File: src/rtl/alm_pkg.sv
package alm_pkg;
  localparam int ALM_NF = 6;
  typedef enum logic [2:0] {
    FLD_SEC  = 3'd0,
    FLD_MIN  = 3'd1,
    FLD_HOUR = 3'd2,
    FLD_WDAY = 3'd3,
    FLD_MDAY = 3'd4,
    FLD_MON  = 3'd5
  } alm_field_e;
endpackage

File: src/rtl/alm_field_cmp.sv
module alm_field_cmp #(
  parameter int DW     = 8,
  parameter int EN_BIT = 7
) (
  input  logic [DW-1:0] alarm_reg,
  input  logic [DW-1:0] live_val,
  output logic          fld_en,
  output logic          fld_ok
);
  logic same;

  assign same   = (alarm_reg[EN_BIT-1:0] == live_val[EN_BIT-1:0]);
  assign fld_en = alarm_reg[EN_BIT];
  // a disabled field never blocks the overall match
  assign fld_ok = !fld_en || same;
endmodule

File: src/rtl/alm_regs.sv
module alm_regs #(
  parameter int DW       = 8,
  parameter int AW       = 4,
  parameter int NF       = 6,
  parameter int BASE     = 8,
  parameter int CTRL_IDX = 14
) (
  input  logic             clk,
  input  logic             rst,
  input  logic             wr_en,
  input  logic             rd_en,
  input  logic [AW-1:0]    addr,
  input  logic [DW-1:0]    wdata,
  input  logic [DW-1:0]    ctrl_rd,
  output logic [NF*DW-1:0] fld_flat,
  output logic             ctrl_wr,
  output logic [DW-1:0]    rdata
);
  localparam logic [AW-1:0] CTRL_A = AW'(CTRL_IDX);

  logic [DW-1:0] fld_q [NF];

  assign ctrl_wr = wr_en && (addr == CTRL_A);

  for (genvar i = 0; i < NF; i++) begin : g_fld
    localparam logic [AW-1:0] MY_A = AW'(BASE + i);
    always_ff @(posedge clk) begin
      if (rst) fld_q[i] <= '0;
      else if (wr_en && addr == MY_A) fld_q[i] <= wdata;
    end
    assign fld_flat[i*DW +: DW] = fld_q[i];
  end

  always_ff @(posedge clk) begin
    if (rst) begin
      rdata <= '0;
    end else if (rd_en) begin
      rdata <= '0;
      if (addr == CTRL_A) rdata <= ctrl_rd;
      for (int i = 0; i < NF; i++) begin
        if (addr == AW'(BASE + i)) rdata <= fld_q[i];
      end
    end
  end
endmodule

File: src/rtl/alm_flag_ctl.sv
module alm_flag_ctl #(
  parameter int DW       = 8,
  parameter int FLAG_BIT = 0,
  parameter int IE_BIT   = 3
) (
  input  logic          clk,
  input  logic          rst,
  input  logic          tick,
  input  logic          match,
  input  logic          ctrl_wr,
  input  logic [DW-1:0] wdata,
  output logic          flag_q,
  output logic          aie_q,
  output logic          irq_q,
  output logic [DW-1:0] ctrl_rd
);
  logic flag_d, aie_d;

  always_comb begin
    flag_d = flag_q;
    if (ctrl_wr && !wdata[FLAG_BIT]) flag_d = 1'b0;
    if (tick && match) flag_d = 1'b1;   // set wins over clear
    aie_d = ctrl_wr ? wdata[IE_BIT] : aie_q;
  end

  always_ff @(posedge clk) begin
    if (rst) begin
      flag_q <= 1'b0;
      aie_q  <= 1'b0;
      irq_q  <= 1'b0;
    end else begin
      flag_q <= flag_d;
      aie_q  <= aie_d;
      irq_q  <= flag_d & aie_d;
    end
  end

  always_comb begin
    ctrl_rd           = '0;
    ctrl_rd[FLAG_BIT] = flag_q;
    ctrl_rd[IE_BIT]   = aie_q;
  end
endmodule

File: src/rtl/alm_match_top.sv
module alm_match_top
  import alm_pkg::*;
#(
  parameter int DW       = 8,
  parameter int AW       = 4,
  parameter int EN_BIT   = 7,
  parameter int BASE     = 8,
  parameter int CTRL_IDX = 14,
  parameter int FLAG_BIT = 0,
  parameter int IE_BIT   = 3
) (
  input  logic          clk,
  input  logic          rst,
  input  logic          tick,
  input  logic [DW-1:0] cur_sec,
  input  logic [DW-1:0] cur_min,
  input  logic [DW-1:0] cur_hour,
  input  logic [DW-1:0] cur_wday,
  input  logic [DW-1:0] cur_mday,
  input  logic [DW-1:0] cur_mon,
  input  logic          reg_wr,
  input  logic          reg_rd,
  input  logic [AW-1:0] reg_addr,
  input  logic [DW-1:0] reg_wdata,
  output logic [DW-1:0] reg_rdata,
  output logic          alarm_flag,
  output logic          alarm_irq
);
  localparam int NF = ALM_NF;

  logic [DW-1:0]    live [NF];
  logic [NF*DW-1:0] fld_flat;
  logic [NF-1:0]    fld_en, fld_ok;
  logic [DW-1:0]    ctrl_rd;
  logic             ctrl_wr;
  logic             any_en, match;
  logic             alm_aie;

  assign live[FLD_SEC]  = cur_sec;
  assign live[FLD_MIN]  = cur_min;
  assign live[FLD_HOUR] = cur_hour;
  assign live[FLD_WDAY] = cur_wday;
  assign live[FLD_MDAY] = cur_mday;
  assign live[FLD_MON]  = cur_mon;

  alm_regs #(
    .DW(DW), .AW(AW), .NF(NF), .BASE(BASE), .CTRL_IDX(CTRL_IDX)
  ) u_regs (
    .clk(clk), .rst(rst), .wr_en(reg_wr), .rd_en(reg_rd),
    .addr(reg_addr), .wdata(reg_wdata), .ctrl_rd(ctrl_rd),
    .fld_flat(fld_flat), .ctrl_wr(ctrl_wr), .rdata(reg_rdata)
  );

  for (genvar i = 0; i < NF; i++) begin : g_cmp
    alm_field_cmp #(.DW(DW), .EN_BIT(EN_BIT)) u_cmp (
      .alarm_reg(fld_flat[i*DW +: DW]),
      .live_val (live[i]),
      .fld_en   (fld_en[i]),
      .fld_ok   (fld_ok[i])
    );
  end

  assign any_en = |fld_en;
  assign match  = any_en && (&fld_ok);

  alm_flag_ctl #(
    .DW(DW), .FLAG_BIT(FLAG_BIT), .IE_BIT(IE_BIT)
  ) u_flag (
    .clk(clk), .rst(rst), .tick(tick), .match(match),
    .ctrl_wr(ctrl_wr), .wdata(reg_wdata),
    .flag_q(alarm_flag), .aie_q(alm_aie), .irq_q(alarm_irq),
    .ctrl_rd(ctrl_rd)
  );
endmodule

File: config.mk
export PLATFORM = sky130hd
export DESIGN_NAME = alm_match_top
export DESIGN_NICKNAME = d
export VERILOG_FILES = /design/src/rtl/alm_pkg.sv /design/src/rtl/alm_field_cmp.sv /design/src/rtl/alm_regs.sv /design/src/rtl/alm_flag_ctl.sv /design/src/rtl/alm_match_top.sv
export SDC_FILE = /design/constraint.sdc
export NUM_CORES = 1
export LEC_CHECK = 0
export BUFFER_PORTS_ARGS = -buffer_cell sky130_fd_sc_hd__buf_4
export CORE_MARGIN = 3
export CORE_UTILIZATION = 55
export CTS_CLUSTER_SIZE = 30
export DETAILED_ROUTE_END_ITERATION = 6
export GPL_TIMING_DRIVEN = 0
export PLACE_DENSITY = 0.81
export SKIP_CTS_REPAIR_TIMING = 1
export SYNTH_ARGS = -nofsm -noshare
export SYNTH_HDL_FRONTEND = slang
export SYNTH_SLANG_ARGS = --single-unit
export TNS_END_PERCENT = 100
File: constraint.sdc
create_clock -name clk -period 3.1 [get_ports clk]
set_input_delay 0.62 -clock clk [delete_from_list [all_inputs] [get_ports clk]]
set_output_delay 0.62 -clock clk [all_outputs]
set_load 0.005 [all_outputs]
==> results of run 1 <==
==> synth_stat cells, types with 2 or more instances <==
| master | count |
|---|---|
| and2_1 | 49 |
| edfxtp_1 | 48 |
| xnor2_1 | 27 |
| nor2_1 | 24 |
| a21oi_1 | 16 |
| xor2_1 | 15 |
| o21ai_0 | 12 |
| dfxtp_1 | 11 |
| nand2_1 | 9 |
| nand4_1 | 9 |
| mux2i_1 | 8 |
| o21ai_1 | 7 |
| a311oi_1 | 6 |
| clkbuf_1 | 6 |
| o41ai_1 | 5 |
| nand2b_1 | 4 |
| a21o_1 | 3 |
| nand3_1 | 3 |
| a31o_2 | 2 |
| buf_2 | 2 |
| buf_4 | 2 |
| inv_1 | 2 |
| nor2_2 | 2 |
| nor2b_1 | 2 |
| o21bai_1 | 2 |
==> cells in the final DEF (no fill, tap or decap), drive strengths merged, types with 2 or more instances in the layout <==
master / instances
nand3: 3
a311oi: 6
clkbuf: 17
a31o: 2
nor3: 3
xor2: 15
mux2i: 8
o21bai: 2
nor2: 27
a21o: 3
buf: 68
clkinv: 4
edfxtp: 48
a21oi: 16
o41ai: 5
xnor2: 27
nor2b: 2
or2: 2
o21ai: 19
inv: 2
nand2: 10
nand4: 9
dfxtp: 11
bufinv: 2
nand2b: 4
and2: 49
==> cell type report <==
class / count / area (µm²)
well taps: 72 / 90.1
repair buffers: 63 / 473
flip-flops and latches: 59 / 1660
fillers: 419 / 1580
inverters: 2 / 7.51
clock inverters: 6 / 78.8
clock buffers: 10 / 138
plain buffers: 12 / 63.8
multi-input cells: 222 / 1480
==> kinds of logic (layout without fill, tap and decap cells) <==
group           count (synthesis)  after routing
mux                             8              8
compound gates                 59             59
xor+xnor                       42             42
flops                          59             59
buf+inv                        14             93
simple gates                  113            113
==> critical path: stages <==
cell and delay [ns]:
clkbuf_1 0.33, nand2b_1 0.31, nor3_1 0.70, and2_1 0.22
==> final timing paths <==
path / slack, ns / to / startpoint / depth (start not counted)
worst max-delay path: 1.12 / u_regs.fld_q[1][3]$_SDFFCE_PN0P_ / reg_wr / 4
worst min-delay path: 0.50 / u_regs.rdata[2]$_SDFFE_PP0P_ / u_regs.rdata[2]$_SDFFE_PP0P_ / 2
worst max register to register: 1.13 / u_flag.flag_q$_SDFF_PP0_ / u_regs.fld_q[2][8]$_SDFFCE_PN0P_ / 6
worst min register to register: 0.50 / u_regs.rdata[2]$_SDFFE_PP0P_ / u_regs.rdata[2]$_SDFFE_PP0P_ / 2
==> report_power, final <==
| part | total [mW] | internal [mW] | switching (mW) | leakage, nW |
|---|---|---|---|---|
| registers | 0.939 | 0.903 | 0.0356 | 0.550 |
| logic | 0.253 | 0.125 | 0.129 | 0.863 |
| clock network | 0.774 | 0.467 | 0.307 | 0.113 |
==> per-stage QoR <==
step / utilization / setup slack (ns) / cells / cell area [µm²]
finish: 0.716 / 1.12 / 446 / 3990
global route: 0.716 / 0.928 / 446 / 3990
CTS: 0.716 / 1.15 / 446 / 3990
detailed placement: 0.677 / 0.804 / 430 / 3780
global placement: 0.677 / 0.910 / 430 / 3780
floorplan: - / 1.21 / 295 / 3210
==> per-layer routing <==
metal  share of wire  global-route usage  vias to the layer above
li1                -                   -                     1205
met1            0.42               0.359                     1223
met2            0.47               0.407                      125
met3           0.084              0.0629                       24
met4           0.028               0.130                        0
met5               0                   0                        -
==> registers in the layout, summed over array words and instances (netlist names) <==
name and cells:
u_flag.aie_q 1, u_flag.flag_q 1, u_regs.fld_q 48, u_regs.rdata 8, u_flag.irq_q 1
==> flow_summary.ini, run 1 <==
[clocking]
clkTransAtPathRegs_ns = 0.06
clk_latency_ns = 0.34
cts_buffer_depth = 2
h-tree-depth = 3
cts_num_sinks = 59
numCtsBuffers = 9
cts_tree = done
ctsRootBufferMaster = clkbuf_8

[worst_setup_path]
end_kind = flip-flop
critPathKind = primary input to flip-flop
worstPathRequired_ns = 3.31
critPathLaunchType = primary input
critical_path_arrival_ns = 2.18
path_max_fanout = 8

[sta]
finalMaxSlewViolations = 0
finalSetupViolations = 0
fin_worst_hold_slack_ns = 0.496
hold_viol_final = 0
period_needed_ns = 1.98
rsz0062_at_grt = no
fin_tns_setup_ns = 0
slew_headroom = 0.458
worst_pin_slew_ns = 0.807
fin_crit_sh = 0.638
fin_skew_ns = 0.00622
fmax_mhz = 506

[logic_synthesis]
synth_edf_count = 48
synth_xor_area_frac = 0.114
synth_ff_type = edfxtp_1
synth_fa_ha_area_frac = 0
yosysWarningCount = 0
netlist-cell-type-count = 44
muxShareOfSynthArea = 0.0249
yosysSeqAreaShare = 0.517
ys_top_cells_by_area = edfxtp_1 45%, and2_1 9.5%, xnor2_1 7.4%, dfxtp_1 6.9%, xor2_1 4.1%
synth_compound_area_frac = 0.119
synth_nets = 360
synth-simple-area-share = 0.202
yosys.area.top_type = edfxtp_1
async_reset_ff_frac = 0
synth_top_cell_area_share = 0.449
ys_ff_latch = 59
syn_area_per_cell_um2 = 10.9
synth_cells = 295
synth_area_um2 = 3210
synth_top_family_by_area = simple AND/OR/NAND/NOR gates

[flow_run]
max_cap_violations = 0

[global_routing]
antenna_found_initial = 0
grt-ovfl-total = 0
grt_pass1_vias = 2492
groute.usage.overall = 0.267
grt_pass1_wl_um = 12800
grt_max_degree = 11

[detailed_routing]
first_iter_violations = 235
wire_per_inst_um = 18.8
vias = 2577
avgViaCountPerCell = 5.78
routed_wl_um = 8400
final_antenna_net_count = 0
firstDrtPassIters = 5
drc = 0

[hold_path]
hold_class = flip-flop to flip-flop

[floorplanning]
fp.coreArea_um2 = 5570
start_util = 0.576
fp.dieH_um = 82.4
row_count = 27
die_w_um = 82.4
num_io_pins = 75
dieArea_um2 = 6790

[power]
power.density_nw_per_um2 = 492
ir_drop_mv = 0.311
p_total_mw = 1.97
power.leakage_nw = 1.53

[placed_design]
place.gp.congestion = 0.935
portBuffers = 63
dp_hpwl_um = 6210

[final_layout]
drive_above_1_share = 0.257
synthToLayoutAreaGrowth_pct = 24.3
antenna_cells = 0
nNetsFinal = 434

[status]
outcome = finished clean
Power figures use the tool's default switching activity.
==> run 2, diff against run 1 <==
Settings changed: CORE_UTILIZATION 55 to 54, PLACE_DENSITY 0.81 to 0.8.
Clock period 3.1 ns to 1.85 ns, I/O delays scaled along.
==> run 2 against run 1 <==
Non-clock buffer count unchanged. Global-route usage down 1.5 points. Worst setup slack worse by 1.0 ns. Flip-flop and latch count stayed put. Design area down 1.4%. Clock skew is 0.0024 ns higher. Via count is 0.39% higher. Count of clock-buffer cells in the layout is 3 higher. Largest power group unchanged. Highest routed layer unchanged.
==> flow_summary.ini, run 2 (synthesized netlist as in run 1, its figures left out) <==
[clocking]
clk_latency_ns = 0.34
cts_buffer_depth = 2
numCtsBuffers = 9
clkTransAtPathRegs_ns = 0.07
cts_tree = done
cts_num_sinks = 59
ctsRootBufferMaster = clkbuf_8
h-tree-depth = 3

[global_routing]
grt_pass1_vias = 2548
grt-ovfl-total = 0
grt_max_degree = 11
antenna_found_initial = 0
groute.usage.overall = 0.252
grt_pass1_wl_um = 13200

[detailed_routing]
vias = 2587
wl_met1_um = 3550
avgViaCountPerCell = 5.80
firstDrtPassIters = 5
first_iter_violations = 204
wl_met2_um = 4000
final_antenna_net_count = 0
drc = 0
dr_wl_met3_um = 565
routed_wl_um = 8350
wire_per_inst_um = 18.7
topRoutingLayerUsed = met4

[hold_path]
hold_class = primary input to flip-flop
hp-start = reg_wdata[5]
hold_end = u_regs.fld_q[2][13]$_SDFFCE_PN0P_
hold_depth = 2

[worst_setup_path]
critical_path_arrival_ns = 2.02
worstPathRequired_ns = 2.13
r2r_start = u_regs.fld_q[1][0]$_SDFFCE_PN0P_
r2r_setup_slack_ns = 0.11
worstRegToRegCells = 6
end_kind = flip-flop
r2r-end = u_flag.irq_q$_SDFF_PP0_
path_max_fanout = 2
critPathLaunchType = flip-flop
critPathKind = flip-flop to flip-flop

[placed_design]
pre_cts_ws_ns = -0.139
portBuffers = 63
placed_cell_area_um2 = 3780
dp_cells = 430
dp_hpwl_um = 6310
place.gp.congestion = 0.971

[sta]
period_needed_ns = 1.74
fmax_mhz = 574
rsz0062_at_grt = no
finalSetupViolations = 0
fin_skew_ns = 0.00860
fin_worst_hold_slack_ns = 0.374
fin_crit_sh = 0.941
slew_headroom = 0.492
finalMaxSlewViolations = 0
hold_viol_final = 0
fin_ws_ns = 0.109
worst_pin_slew_ns = 0.756

[final_layout]
synthToLayoutAreaGrowth_pct = 22.5
postLayoutCellArea_um2 = 3940
fin_cells = 446
mostFrequentLayoutCells = 65 x buf_4, 49 x and2_1, 48 x edfxtp_1
drive_above_1_share = 0.251
final_common_cell = buf_4
regMostFlops = u_regs.fld_q
antenna_cells = 0
reg_top3 = u_regs.fld_q x48, u_regs.rdata x8
largest_reg_flops = 48
nNetsFinal = 434

[power]
power.leakage_nw = 1.50
ir_drop_mv = 0.395
power.density_nw_per_um2 = 756
p_total_mw = 2.98

[flow_run]
max_cap_violations = 0

[floorplanning]
num_io_pins = 75
fp.dieH_um = 83.1
fp.coreArea_um2 = 5640
die_w_um = 83.1
row_count = 27
dieArea_um2 = 6910
start_util = 0.570

[status]
outcome = finished clean
## run 2: changes by cell type in the layout (fill, tap and decap cells not counted), sizes merged
cell	delta
clkinv	-1
clkbuf	+3
bufinv	-2
## run 2: layout make-up
| type | instances | area (µm²) |
|---|---|---|
| clock buffers | 13 | 139 |
| clock inverters | 3 | 15.0 |
| multi-input cells | 222 | 1490 |
| well taps | 72 | 90.1 |
| fillers | 447 | 1700 |
| plain buffers | 12 | 63.8 |
| inverters | 2 | 7.51 |
| flip-flops and latches | 59 | 1660 |
| repair buffers | 63 | 473 |
## run 2: layer usage
metal | vias to the layer above | track usage
met2 | 108 | 0.394
met4 | 0 | 0.119
li1 | 1206 | -
met1 | 1255 | 0.334
met3 | 18 | 0.0556
met5 | - | 0
## run 2: per-stage QoR
stage               utilization  setup TNS [ns]
global placement          0.669           -1.60
detailed placement        0.669           -2.71
CTS                       0.697         -0.0183
floorplan                     -               0
finish                    0.698               0
global route              0.698               0
## run 2: report_power, final
group	internal, mW	leakage (nW)	total, mW	switching [mW]
Clock	0.481	0.0812	0.976	0.495
Sequential	1.51	0.550	1.57	0.0600
Combinational	0.210	0.866	0.428	0.219
## run 2: worst max path at each step
stage	start	endpoint	slack, ns	depth (start not counted)
2_1_floorplan	reg_addr[2]	u_regs.fld_q[1][0]$_SDFFCE_PN0P_	0.21	3
3_3_place_gp	reg_addr[1]	u_regs.fld_q[2][13]$_SDFFCE_PN0P_	-0.07	4
3_5_place_dp	reg_wr	u_regs.fld_q[1][6]$_SDFFCE_PN0P_	-0.14	4
4_1_cts	u_regs.fld_q[2][8]$_SDFFCE_PN0P_	u_flag.irq_q$_SDFF_PP0_	-0.02	6
5_1_grt	u_regs.fld_q[1][0]$_SDFFCE_PN0P_	u_flag.irq_q$_SDFF_PP0_	0.03	6
6_report	u_regs.fld_q[1][0]$_SDFFCE_PN0P_	u_flag.irq_q$_SDFF_PP0_	0.11	6
## run 2: worst max-delay path: stages, from the launching register on
cell,delay (ns)
edfxtp_1,0.45
xnor2_1,0.22
nand4_1,0.11
o41ai_1,0.37
nand4_1,0.17
o21ai_1,0.20
and2_1,0.16
